### src/rtl/i2c_eep_pkg.sv
package i2c_eep_pkg;
  localparam int BITS_PER_BYTE = 8;
  localparam int CNT_W = 4;

  typedef enum logic [3:0] {
    ST_IDLE,
    ST_DEVADR,
    ST_DEVACK,
    ST_WADR,
    ST_WADRACK,
    ST_WDAT,
    ST_WDATACK,
    ST_TX,
    ST_MACK,
    ST_MUTE
  } eep_state_e;

  typedef enum logic [2:0] {
    PTR_HOLD,
    PTR_LD_HI,
    PTR_LD_LO,
    PTR_INC_PG,
    PTR_INC_ALL
  } ptr_op_e;
endpackage

### src/rtl/i2c_eep_linesync.sv
module i2c_eep_linesync #(
  parameter int STAGES = 2
) (
  input  logic clk,
  input  logic rst_n,
  input  logic scl_i,
  input  logic sda_i,
  output logic scl_lvl,
  output logic sda_lvl,
  output logic scl_rise,
  output logic scl_fall,
  output logic start_c,
  output logic stop_c
);
  logic [STAGES-1:0] scl_ff, sda_ff;
  logic scl_q, sda_q;

  // idle bus is high, so every stage resets to 1
  always_ff @(posedge clk or negedge rst_n) begin
    if (!rst_n) begin
      scl_ff <= '1;
      sda_ff <= '1;
      scl_q  <= 1'b1;
      sda_q  <= 1'b1;
    end else begin
      scl_ff <= {scl_ff[STAGES-2:0], scl_i};
      sda_ff <= {sda_ff[STAGES-2:0], sda_i};
      scl_q  <= scl_ff[STAGES-1];
      sda_q  <= sda_ff[STAGES-1];
    end
  end

  assign scl_lvl  = scl_ff[STAGES-1];
  assign sda_lvl  = sda_ff[STAGES-1];
  assign scl_rise = scl_lvl & ~scl_q;
  assign scl_fall = ~scl_lvl & scl_q;
  // SDA moves while SCL stays high on both samples
  assign start_c  = scl_lvl & scl_q & sda_q & ~sda_lvl;
  assign stop_c   = scl_lvl & scl_q & ~sda_q & sda_lvl;
endmodule

### src/rtl/i2c_eep_devmatch.sv
module i2c_eep_devmatch #(
  parameter  int AW     = 9,
  localparam int HI_W   = AW - 8,
  localparam int SEL_W  = 3 - HI_W,
  localparam int SELP_W = (SEL_W > 0) ? SEL_W : 1
) (
  input  logic [7:0]        abyte,
  input  logic [SELP_W-1:0] dev_sel,
  output logic              hit,
  output logic              rnw,
  output logic [HI_W-1:0]   hi
);
  logic sel_ok;

  generate
    if (SEL_W > 0) begin : g_sel
      assign sel_ok = (abyte[3:HI_W+1] == dev_sel);
    end else begin : g_nosel
      logic unused_sel;
      assign unused_sel = ^dev_sel;
      assign sel_ok = 1'b1;
    end
  endgenerate

  assign hit = (abyte[7:4] == 4'b1010) && sel_ok;
  assign rnw = abyte[0];
  assign hi  = abyte[HI_W:1];
endmodule

### src/rtl/i2c_eep_addrptr.sv
module i2c_eep_addrptr
  import i2c_eep_pkg::*;
#(
  parameter  int AW     = 9,
  parameter  int PAGE_W = 4,
  localparam int HI_W   = AW - 8
) (
  input  logic            clk,
  input  logic            rst_n,
  input  ptr_op_e         op,
  input  logic [HI_W-1:0] hi_val,
  input  logic [7:0]      lo_val,
  output logic [AW-1:0]   ptr
);
  always_ff @(posedge clk or negedge rst_n) begin
    if (!rst_n) begin
      ptr <= '0;
    end else begin
      unique case (op)
        PTR_LD_HI:   ptr[AW-1:8] <= hi_val;
        PTR_LD_LO:   ptr[7:0] <= lo_val;
        PTR_INC_PG:  ptr[PAGE_W-1:0] <= ptr[PAGE_W-1:0] + 1'b1;
        PTR_INC_ALL: ptr <= ptr + 1'b1;
        default:     ;
      endcase
    end
  end

  // a page step never disturbs the bits above the page
  assert_page_upper_R6: assert property (@(posedge clk) disable iff (!rst_n)
    op == PTR_INC_PG |=> ptr[AW-1:PAGE_W] == $past(ptr[AW-1:PAGE_W]));
endmodule

### src/rtl/i2c_eep_seq.sv
module i2c_eep_seq
  import i2c_eep_pkg::*;
#(
  parameter  int AW   = 9,
  localparam int HI_W = AW - 8
) (
  input  logic          clk,
  input  logic          rst_n,
  input  logic          scl_lvl,
  input  logic          sda_lvl,
  input  logic          scl_rise,
  input  logic          scl_fall,
  input  logic          start_c,
  input  logic          stop_c,
  output logic [7:0]    rx_byte,
  input  logic          hit,
  input  logic          rnw,
  output logic          sda_oe,
  output logic          wr_valid,
  input  logic          wr_ready,
  output logic [AW-1:0] wr_addr,
  output logic [7:0]    wr_data,
  output logic          rd_req,
  output logic [AW-1:0] rd_addr,
  input  logic          rd_rvalid,
  input  logic [7:0]    rd_rdata,
  input  logic [AW-1:0] ptr,
  output ptr_op_e       ptr_op
);
  localparam logic [CNT_W-1:0] LAST_BIT = CNT_W'(BITS_PER_BYTE - 1);
  localparam logic [CNT_W-1:0] FULL     = CNT_W'(BITS_PER_BYTE);

  eep_state_e       state;
  logic [CNT_W-1:0] bit_cnt;
  logic [7:0]       shreg;
  logic [7:0]       tx_byte;
  logic [7:0]       txb;
  logic             tx_ok;
  logic             is_read;
  logic             wr_took;
  logic             mack_ok;
  logic             accepted;

  assign rx_byte  = shreg;
  assign txb      = tx_ok ? tx_byte : 8'hFF;
  assign accepted = wr_took | (wr_valid & wr_ready);

  always_ff @(posedge clk or negedge rst_n) begin
    if (!rst_n) begin
      state    <= ST_IDLE;
      bit_cnt  <= '0;
      shreg    <= '0;
      tx_byte  <= '0;
      tx_ok    <= 1'b0;
      is_read  <= 1'b0;
      wr_took  <= 1'b0;
      mack_ok  <= 1'b0;
      sda_oe   <= 1'b0;
      wr_valid <= 1'b0;
      wr_addr  <= '0;
      wr_data  <= '0;
      rd_req   <= 1'b0;
      rd_addr  <= '0;
      ptr_op   <= PTR_HOLD;
    end else begin
      rd_req <= 1'b0;
      ptr_op <= PTR_HOLD;
      if (wr_valid && wr_ready) begin
        wr_valid <= 1'b0;
        wr_took  <= 1'b1;
      end
      if (rd_rvalid) begin
        tx_byte <= rd_rdata;
        tx_ok   <= 1'b1;
      end

      if (start_c) begin
        state    <= ST_DEVADR;
        bit_cnt  <= '0;
        sda_oe   <= 1'b0;
        wr_valid <= 1'b0;
        mack_ok  <= 1'b0;
      end else if (stop_c) begin
        state    <= ST_IDLE;
        sda_oe   <= 1'b0;
        wr_valid <= 1'b0;
        mack_ok  <= 1'b0;
      end else begin
        unique case (state)
          ST_DEVADR, ST_WADR, ST_WDAT: begin
            if (scl_rise && bit_cnt != FULL) begin
              shreg   <= {shreg[6:0], sda_lvl};
              bit_cnt <= bit_cnt + 1'b1;
              if (state == ST_WDAT && bit_cnt == LAST_BIT) begin
                wr_valid <= 1'b1;
                wr_data  <= {shreg[6:0], sda_lvl};
                wr_addr  <= ptr;
                wr_took  <= 1'b0;
              end
            end else if (scl_fall && bit_cnt == FULL) begin
              if (state == ST_DEVADR) begin
                if (hit) begin
                  sda_oe  <= 1'b1;
                  state   <= ST_DEVACK;
                  is_read <= rnw;
                  if (rnw) begin
                    rd_req  <= 1'b1;
                    rd_addr <= ptr;
                    tx_ok   <= 1'b0;
                    ptr_op  <= PTR_INC_ALL;
                  end else begin
                    ptr_op <= PTR_LD_HI;
                  end
                end else begin
                  state <= ST_MUTE;
                end
              end else if (state == ST_WADR) begin
                sda_oe <= 1'b1;
                state  <= ST_WADRACK;
                ptr_op <= PTR_LD_LO;
              end else if (accepted) begin
                sda_oe <= 1'b1;
                state  <= ST_WDATACK;
                ptr_op <= PTR_INC_PG;
              end else begin
                wr_valid <= 1'b0;
                state    <= ST_MUTE;
              end
            end
          end
          ST_DEVACK, ST_WADRACK, ST_WDATACK: begin
            if (scl_fall) begin
              bit_cnt <= '0;
              if (state == ST_DEVACK && is_read) begin
                state  <= ST_TX;
                shreg  <= txb;
                sda_oe <= ~txb[7];
              end else begin
                sda_oe <= 1'b0;
                state  <= (state == ST_DEVACK) ? ST_WADR : ST_WDAT;
              end
            end
          end
          ST_TX: begin
            if (scl_fall) begin
              if (bit_cnt == LAST_BIT - 1'b0 && bit_cnt == LAST_BIT) begin
                sda_oe <= 1'b0;
                state  <= ST_MACK;
              end else begin
                bit_cnt <= bit_cnt + 1'b1;
                shreg   <= {shreg[6:0], 1'b1};
                sda_oe  <= ~shreg[6];
              end
            end
          end
          ST_MACK: begin
            if (scl_rise && !mack_ok) begin
              if (!sda_lvl) begin
                mack_ok <= 1'b1;
                rd_req  <= 1'b1;
                rd_addr <= ptr;
                tx_ok   <= 1'b0;
                ptr_op  <= PTR_INC_ALL;
              end else begin
                state <= ST_MUTE;
              end
            end else if (scl_fall && mack_ok) begin
              mack_ok <= 1'b0;
              bit_cnt <= '0;
              state   <= ST_TX;
              shreg   <= txb;
              sda_oe  <= ~txb[7];
            end
          end
          default: ;
        endcase
      end
    end
  end

  // the pull-down is only engaged while the bus clock is low
  assert_oe_rise_scl_low_R10: assert property (@(posedge clk) disable iff (!rst_n)
    $rose(sda_oe) |-> !scl_lvl);

  // a muted engine never pulls the line
  assert_mute_release_R2: assert property (@(posedge clk) disable iff (!rst_n)
    state == ST_MUTE |-> !sda_oe);

  // write offers exist only in the data phase of a write transfer
  assert_wr_offer_phase_R5: assert property (@(posedge clk) disable iff (!rst_n)
    wr_valid |-> state == ST_WDAT);

  // read requests follow an acknowledged address or a master ACK
  assert_rdreq_after_ack_R8: assert property (@(posedge clk) disable iff (!rst_n)
    rd_req |-> (state == ST_DEVACK || state == ST_MACK));
endmodule

### src/rtl/i2c_eep_slave.sv
module i2c_eep_slave
  import i2c_eep_pkg::*;
#(
  parameter  int MEM_AW      = 9,
  parameter  int PAGE_W      = 4,
  parameter  int SYNC_STAGES = 2,
  localparam int HI_W        = MEM_AW - 8,
  localparam int SEL_W       = 3 - HI_W,
  localparam int SELP_W      = (SEL_W > 0) ? SEL_W : 1
) (
  input  logic              clk,
  input  logic              rst_n,
  input  logic              scl_i,
  input  logic              sda_i,
  output logic              sda_oe,
  input  logic [SELP_W-1:0] dev_sel,
  output logic              wr_valid,
  input  logic              wr_ready,
  output logic [MEM_AW-1:0] wr_addr,
  output logic [7:0]        wr_data,
  output logic              rd_req,
  output logic [MEM_AW-1:0] rd_addr,
  input  logic              rd_rvalid,
  input  logic [7:0]        rd_rdata
);
  logic scl_lvl, sda_lvl, scl_rise, scl_fall, start_c, stop_c;
  logic [7:0] rx_byte;
  logic hit, rnw;
  logic [HI_W-1:0] hi;
  logic [MEM_AW-1:0] ptr;
  ptr_op_e ptr_op;

  i2c_eep_linesync #(.STAGES(SYNC_STAGES)) u_sync (
    .clk(clk), .rst_n(rst_n), .scl_i(scl_i), .sda_i(sda_i),
    .scl_lvl(scl_lvl), .sda_lvl(sda_lvl), .scl_rise(scl_rise),
    .scl_fall(scl_fall), .start_c(start_c), .stop_c(stop_c)
  );

  i2c_eep_devmatch #(.AW(MEM_AW)) u_match (
    .abyte(rx_byte), .dev_sel(dev_sel), .hit(hit), .rnw(rnw), .hi(hi)
  );

  i2c_eep_addrptr #(.AW(MEM_AW), .PAGE_W(PAGE_W)) u_ptr (
    .clk(clk), .rst_n(rst_n), .op(ptr_op), .hi_val(hi),
    .lo_val(rx_byte), .ptr(ptr)
  );

  i2c_eep_seq #(.AW(MEM_AW)) u_seq (
    .clk(clk), .rst_n(rst_n), .scl_lvl(scl_lvl), .sda_lvl(sda_lvl),
    .scl_rise(scl_rise), .scl_fall(scl_fall), .start_c(start_c),
    .stop_c(stop_c), .rx_byte(rx_byte), .hit(hit), .rnw(rnw),
    .sda_oe(sda_oe), .wr_valid(wr_valid), .wr_ready(wr_ready),
    .wr_addr(wr_addr), .wr_data(wr_data), .rd_req(rd_req),
    .rd_addr(rd_addr), .rd_rvalid(rd_rvalid), .rd_rdata(rd_rdata),
    .ptr(ptr), .ptr_op(ptr_op)
  );
endmodule

### config.mk
export PLATFORM = sky130hd
export DESIGN_NAME = i2c_eep_slave
export DESIGN_NICKNAME = d
export VERILOG_FILES = /design/src/rtl/i2c_eep_pkg.sv /design/src/rtl/i2c_eep_linesync.sv /design/src/rtl/i2c_eep_devmatch.sv /design/src/rtl/i2c_eep_addrptr.sv /design/src/rtl/i2c_eep_seq.sv /design/src/rtl/i2c_eep_slave.sv
export SDC_FILE = /design/constraint.sdc
export NUM_CORES = 1
export LEC_CHECK = 0
export ABC_AREA = 1
export BUFFER_PORTS_ARGS = -buffer_cell sky130_fd_sc_hd__buf_2
export CAP_MARGIN = 25
export CORE_UTILIZATION = 45
export CTS_CLUSTER_SIZE = 16
export DETAILED_ROUTE_END_ITERATION = 16
export GPL_TIMING_DRIVEN = 1
export SYNTH_ARGS = -nofsm -noshare
export SYNTH_HDL_FRONTEND = slang
export SYNTH_SLANG_ARGS = --single-unit
### constraint.sdc
create_clock -name clk -period 2.5 [get_ports clk]
set_clock_uncertainty 0.2 [all_clocks]
set_input_delay 0.625 -clock clk [delete_from_list [all_inputs] [get_ports clk]]
set_output_delay 0.625 -clock clk [all_outputs]
set_load 0.005 [all_outputs]
==> flow_summary.toml, run 1 <==
[outcome]
status = "finished clean"

[final_layout]
utilization = 0.534
most-common-layout-cells = "134 x nand2_1, 68 x dfrtp_1, 45 x inv_1"
mostFrequentLayoutCell = "nand2_1"
nNetsFinal = 530
n_antenna_cell = 0
num-fill-cells = 821
area_growth_pct = 15.3
drive_above_1_share = 0.217

[logic_synthesis]
ys_seq_area_frac = 0.489
synth_edf_count = 0
synth.distinct_cells = 41
yosys_warnings = 0
ys_seq_elements = 74
synth_area_um2 = 3800
synthArstFlopShare = 1.00
synth_fp_nets = 478
syn_avg_cell_area_um2 = 8.29
netlist_instances = 459
ys.flop_type = "dfrtp_1"

[sta]
min_period_ns = 2.11
fin_tns_setup_ns = 0
fmax_ghz = 0.475
worst_pin_slew_ns = 0.453
finalSetupViolations = 0
period_share = 0.842
rsz0062_at_grt = "no"
hold_viol = 0
slew_headroom = 0.696
slew_violations = 0
fin_ws_ns = 0.394

[route]
vias = 3188
vias_per_cell = 5.13
dr.pass1.iters = 4
remaining_drc_errors = 0
wl_per_cell_um = 14.1
wl_um = 8770
drtIter0Drc = 136
ant_nets = 0

[grt]
grt_max_degree = 47
grt_use_total = 0.221
antenna_found_initial = 0
grt.overflow.total = 0
grt_pass1_wl_um = 14600
grt_pass1_vias = 3014

[power_and_ir_drop]
p_total_uw = 4890
peakVddDrop_v = 0.000407
power_switching_uw = 2150
p_leak_uw = 0.00225
seqPwrFrac = 0.344
power.internal_uw = 2740
swShare = 0.439
p_clk_frac = 0.218
powerDensity_nw_per_um2 = 1110
combinationalPowerShare = 0.438

[critical_path]
required_ns = 2.54
rr_endpoint = "u_seq.rx_byte[4]$_DFFE_PN0P_"
worstReg2RegStart = "u_seq.bit_cnt[0]$_DFFE_PN0P_"
start_kind = "register"
cpPeakStageDelay_ns = 0.39
crit_type = "reg2reg"
ff2ff_setup_slack_ns = 0.39
path_common_cell = "nand3_1"
end_kind = "register"
reg2reg_depth = 10
slowest_stage = "dfrtp_1"
crit_chain = "inv_1 -> ha_1 -> nand3_1 -> nand3_1 -> nand2_4 -> nand2_2 -> nor2_2 -> nand3_4 -> nor2_1 -> a21oi_2"
critPathMaxFanout = 16
arrival_ns = 2.15

[floorplanning]
dieArea_um2 = 8820
num_io_pins = 45
core.rowCount = 33
core_um2 = 8220
initial_utilization = 0.463
dieWidth_um = 93.9
die_y_um = 93.9

[place]
gp_congestion = 1.01
dp_hpwl_um = 6570
dpl_worst_slack_ns = 0.393
io_buffers = 44

[cts]
htreeDepth = 3
clk_pin_slew_ns = 0.08
insertion_delay_ns = 0.36
cts.sinks = 74
post-cts-setup-buffers = 0
root_buffer = "clkbuf_8"
cts_buffers = 9
cts_tree = "built"
ctsResizeCount = 0
clk_path_buf_depth = 2

[hold_path]
min_path_type = "in2reg"
hold_depth = 1
min_to = "u_sync.scl_ff[0]$_DFF_PN1_"
hold_path.startpoint = "scl_i"

[flow_run]
maxCapViolations = 0
[layer usage]
layer,track usage,vias up,part of all wire
li1,-,1598,-
met1,0.288,1487,0.46
met2,0.362,78,0.48
met3,0.0307,25,0.032
met4,0.103,0,0.029
met5,0,-,0
[cell type report]
cell class | instances | area, um2 | share of cell area
repair buffers | 47 | 260 | 0.0594
multi-input cells | 328 | 1720 | 0.391
inverters | 51 | 194 | 0.0442
clock buffers | 9 | 124 | 0.0283
clock inverters | 7 | 100 | 0.0228
flip-flops and latches | 74 | 1860 | 0.424
well taps | 105 | 131 | 0.0300
[through the flow]
step | std cells | hold WS [ns] | cell area [um2]
floorplan | 459 | 0.129 | 3800
global placement | 604 | 0.146 | 4150
finish | 621 | 0.159 | 4380
detailed placement | 604 | 0.149 | 4150
global route | 621 | 0.138 | 4380
CTS | 621 | 0.143 | 4380
[cell families (layout without fill, tap and decap cells)]
| kind of cell | count (synthesis) | count (layout) | share of synthesized area |
|---|---|---|---|
| flops | 74 | 74 | 0.489 |
| xor+xnor | 6 | 6 | 0.0138 |
| fa+ha+maj | 3 | 3 | 0.00987 |
| buf+inv | 57 | 114 | 0.0602 |
| simple gates | 238 | 238 | 0.280 |
| mux | 7 | 7 | 0.0207 |
| compound gates | 74 | 74 | 0.126 |
[worst max-delay path, delay by kind of cell (launching register included)]
kind / cells / cell delay, ns
AOI/OAI and AO/OA: 1 / 0.04
and+or+nand+nor: 7 / 1.08
DFF: 1 / 0.39
adders and majority gates: 1 / 0.19
buffers and inverters: 1 / 0.08
[synth_stat cells (3+ instances only)]
library cell  count  area share
ha_1              3      0.0099
nand3_1          33       0.043
nand2_1         134        0.13
inv_1            45       0.044
xor2_1            4      0.0092
dfrtp_1          68        0.45
dfstp_2           6       0.041
o221ai_1          5       0.012
nor2_2            5      0.0082
nand2_2           5      0.0082
clkbuf_1          4      0.0039
mux2_2            7       0.021
nand4_1           3      0.0049
a21oi_2           7       0.016
nor3_1            6      0.0079
nor2_1           38       0.038
nand3_2           3      0.0079
o211ai_1          3      0.0059
nand2_4           4       0.012
o21ai_0          44       0.058
a21oi_1           3      0.0039
inv_2             4      0.0039
[state kept, by name (all words and copies together) (netlist names), 2 cells and up]
| signal | cells |
|---|---|
| u_seq.wr_data | 8 |
| u_seq.tx_byte | 8 |
| u_seq.state | 4 |
| u_seq.wr_addr | 9 |
| u_sync.scl_ff | 2 |
| u_seq.bit_cnt | 4 |
| u_ptr.ptr | 9 |
| u_seq.rx_byte | 8 |
| u_seq.rd_addr | 9 |
| u_seq.ptr_op | 3 |
| u_sync.sda_ff | 2 |
[repair_timing]
item / CTS / global route
hold endpoints to repair: 28 / 0
hold buffers: 1 / 0
setup endpoints to repair: 0 / 0
[power groups by stage]
stage / clock (uW) / sequential, uW / combinational (uW)
final: 1060 / 1680 / 2140
after global routing: 1140 / 1710 / 2440
after CTS: 1090 / 1680 / 2150
after detailed placement: 0 / 1700 / 2130
after global placement: 0 / 1690 / 2130
after floorplan: 0 / 1640 / 1710
[worst max path at each step]
| stage | to | from |
|---|---|---|
| floorplan | u_seq.rx_byte[7]$_DFFE_PN0P_ | u_seq.bit_cnt[0]$_DFFE_PN0P_ |
| global placement | u_seq.rx_byte[3]$_DFFE_PN0P_ | u_seq.bit_cnt[0]$_DFFE_PN0P_ |
| detailed placement | u_seq.rx_byte[1]$_DFFE_PN0P_ | u_seq.bit_cnt[0]$_DFFE_PN0P_ |
| CTS | u_seq.rx_byte[1]$_DFFE_PN0P_ | u_seq.bit_cnt[0]$_DFFE_PN0P_ |
| global route | u_seq.state[0]$_DFFE_PN0P_ | u_sync.scl_ff[1]$_DFF_PN1_ |
| finish | u_seq.rx_byte[4]$_DFFE_PN0P_ | u_seq.bit_cnt[0]$_DFFE_PN0P_ |
No activity file was read; power rests on OpenSTA's default activity.
==> inputs of run 2 (changes only) <==
- clock period: 2.5 -> 2.1 ns (I/O delays scaled with it)
==> flow_summary.toml, run 2 (synthesis gave the netlist of run 1 again) <==
[floorplanning]
num_io_pins = 45
initial_utilization = 0.463
core.rowCount = 33
core_um2 = 8220
die_y_um = 93.9
dieWidth_um = 93.9
dieArea_um2 = 8820

[final_layout]
drive_above_1_share = 0.272
multi_input_area_um2 = 1780
post-route-cell-area_um2 = 4590
utilization = 0.558
n_antenna_cell = 0
most-common-layout-cells = "133 x nand2_1, 66 x dfrtp_1, 44 x o21ai_0"
mostFrequentLayoutCell = "nand2_1"
seqCellArea_um2 = 1860
largest_registers = "u_ptr.ptr (9), u_seq.rd_addr (9), u_seq.wr_addr (9)"
nNetsFinal = 551
area_growth_pct = 20.6
num-fill-cells = 788

[route]
vias_per_cell = 5.02
vias = 3223
ant_nets = 0
wl_um = 9020
dr.pass1.iters = 4
wl_per_cell_um = 14.1
drtIter0Drc = 137
remaining_drc_errors = 0

[sta]
fin_ws_ns = 0.107
min_period_ns = 1.99
slew_violations = 0
finalSetupViolations = 0
fin_tns_setup_ns = 0
rsz0062_at_grt = "yes"
period_share = 0.949
fmax_ghz = 0.502
worst_pin_slew_ns = 0.436
slew_headroom = 0.706
hold_viol = 0

[place]
dpl-instance-area_um2 = 4280
dp_hpwl_um = 6790
dpl_worst_slack_ns = -0.00729
io_buffers = 44
gp_congestion = 0.951

[power_and_ir_drop]
p_leak_uw = 0.00235
powerDensity_nw_per_um2 = 1300
peakVddDrop_v = 0.000536
p_total_uw = 5970

[critical_path]
arrival_ns = 2.09
crit_chain = "nor2_2 -> nand2_2 -> nor2_1 -> inv_2 -> a22oi_4 -> buf_12 -> nand3_1 -> nand2_1"
required_ns = 2.20
end_kind = "register"
cpPeakStageDelay_ns = 0.45
start_kind = "register"
crit_type = "reg2reg"
slowest_stage = "dfrtp_1"
critPathMaxFanout = 7

[cts]
cts.sinks = 74
root_buffer = "clkbuf_8"
clk_pin_slew_ns = 0.09
insertion_delay_ns = 0.36
htreeDepth = 3
clk_path_buf_depth = 2
cts_tree = "built"
cts_buffers = 9

[hold_path]
min_path_type = "in2reg"

[outcome]
status = "finished clean"

[grt]
grt_pass1_wl_um = 14600
grt.overflow.total = 0
antenna_found_initial = 0
grt_max_degree = 34
grt_use_total = 0.219
grt_pass1_vias = 2994

[flow_run]
maxCapViolations = 0
run 2: cell types whose count changed in the layout (fill, tap and decap cells not counted), moves of 3 or more:
cell,delta
inv_2,+3
inv_1,-3
nand3_2,+5
buf_4,+18
nand3_1,-5
inv_8,+3
run 2: final timing paths:
kind / startpoint / to / slack, ns / cells after the start
worst min-delay path: sda_i / u_sync.sda_ff[0]$_DFF_PN1_ / 0.06 / 1
worst max-delay path: u_seq.state[3]$_DFFE_PN0P_ / u_seq.rd_addr[0]$_DFFE_PN0P_ / 0.11 / 8
max in group asynchronous: rst_n / u_sync.sda_q$_DFF_PN1_ / 0.67 / 3
worst min register to register: u_sync.sda_ff[0]$_DFF_PN1_ / u_sync.sda_ff[1]$_DFF_PN1_ / 0.16 / 0
min in group asynchronous: rst_n / u_seq.wr_addr[5]$_DFFE_PN0P_ / 0.43 / 2
worst max register to register: u_seq.state[3]$_DFFE_PN0P_ / u_seq.rd_addr[0]$_DFFE_PN0P_ / 0.11 / 8
run 2: power by group:
group | switching (uW) | internal [uW] | total [uW]
combinational | 1810 | 1060 | 2870
sequential | 275 | 1730 | 2010
clock | 628 | 462 | 1090
run 2: area by class of cell:
type / count / area share
multi-input cells: 329 / 0.387
clock inverters: 7 / 0.0145
flip-flops and latches: 74 / 0.406
inverters: 51 / 0.0423
clock buffers: 9 / 0.0270
repair buffers: 67 / 0.0949
well taps: 105 / 0.0286
run 2: timing repair:
| action | CTS | global route |
|---|---|---|
| hold endpoints to repair | 30 | 0 |
| gates resized for setup | 1 | 15 |
| setup endpoints to repair | 3 | 21 |
| hold buffers | 1 | 0 |
| gates cloned | 0 | 1 |
| pin swaps | 1 | 4 |
| buffers inserted | 0 | 5 |
run 2: worst max-delay path, delay by kind of cell (launching register included):
family                 cells  cell delay [ns]
and+or+nand+nor            5             0.74
buffers and inverters      2             0.26
AOI/OAI and AO/OA          1             0.29
DFF                        1             0.45
run 2: per-stage QoR:
step	hold slack, ns	cells
after global placement	0.146	619
final	0.0565	642
after CTS	0.0463	636
after floorplan	0.0294	459
after detailed placement	0.147	619
after global routing	0.0373	642
run 2: routing by layer:
metal	share of wire	vias up	wire length [um]	track usage
met3	0.035	10	320	0.0396
met2	0.48	65	4350	0.354
li1	-	1643	-	-
met1	0.47	1505	4220	0.297
met4	0.014	0	129	0.0679
met5	0	-	0	0
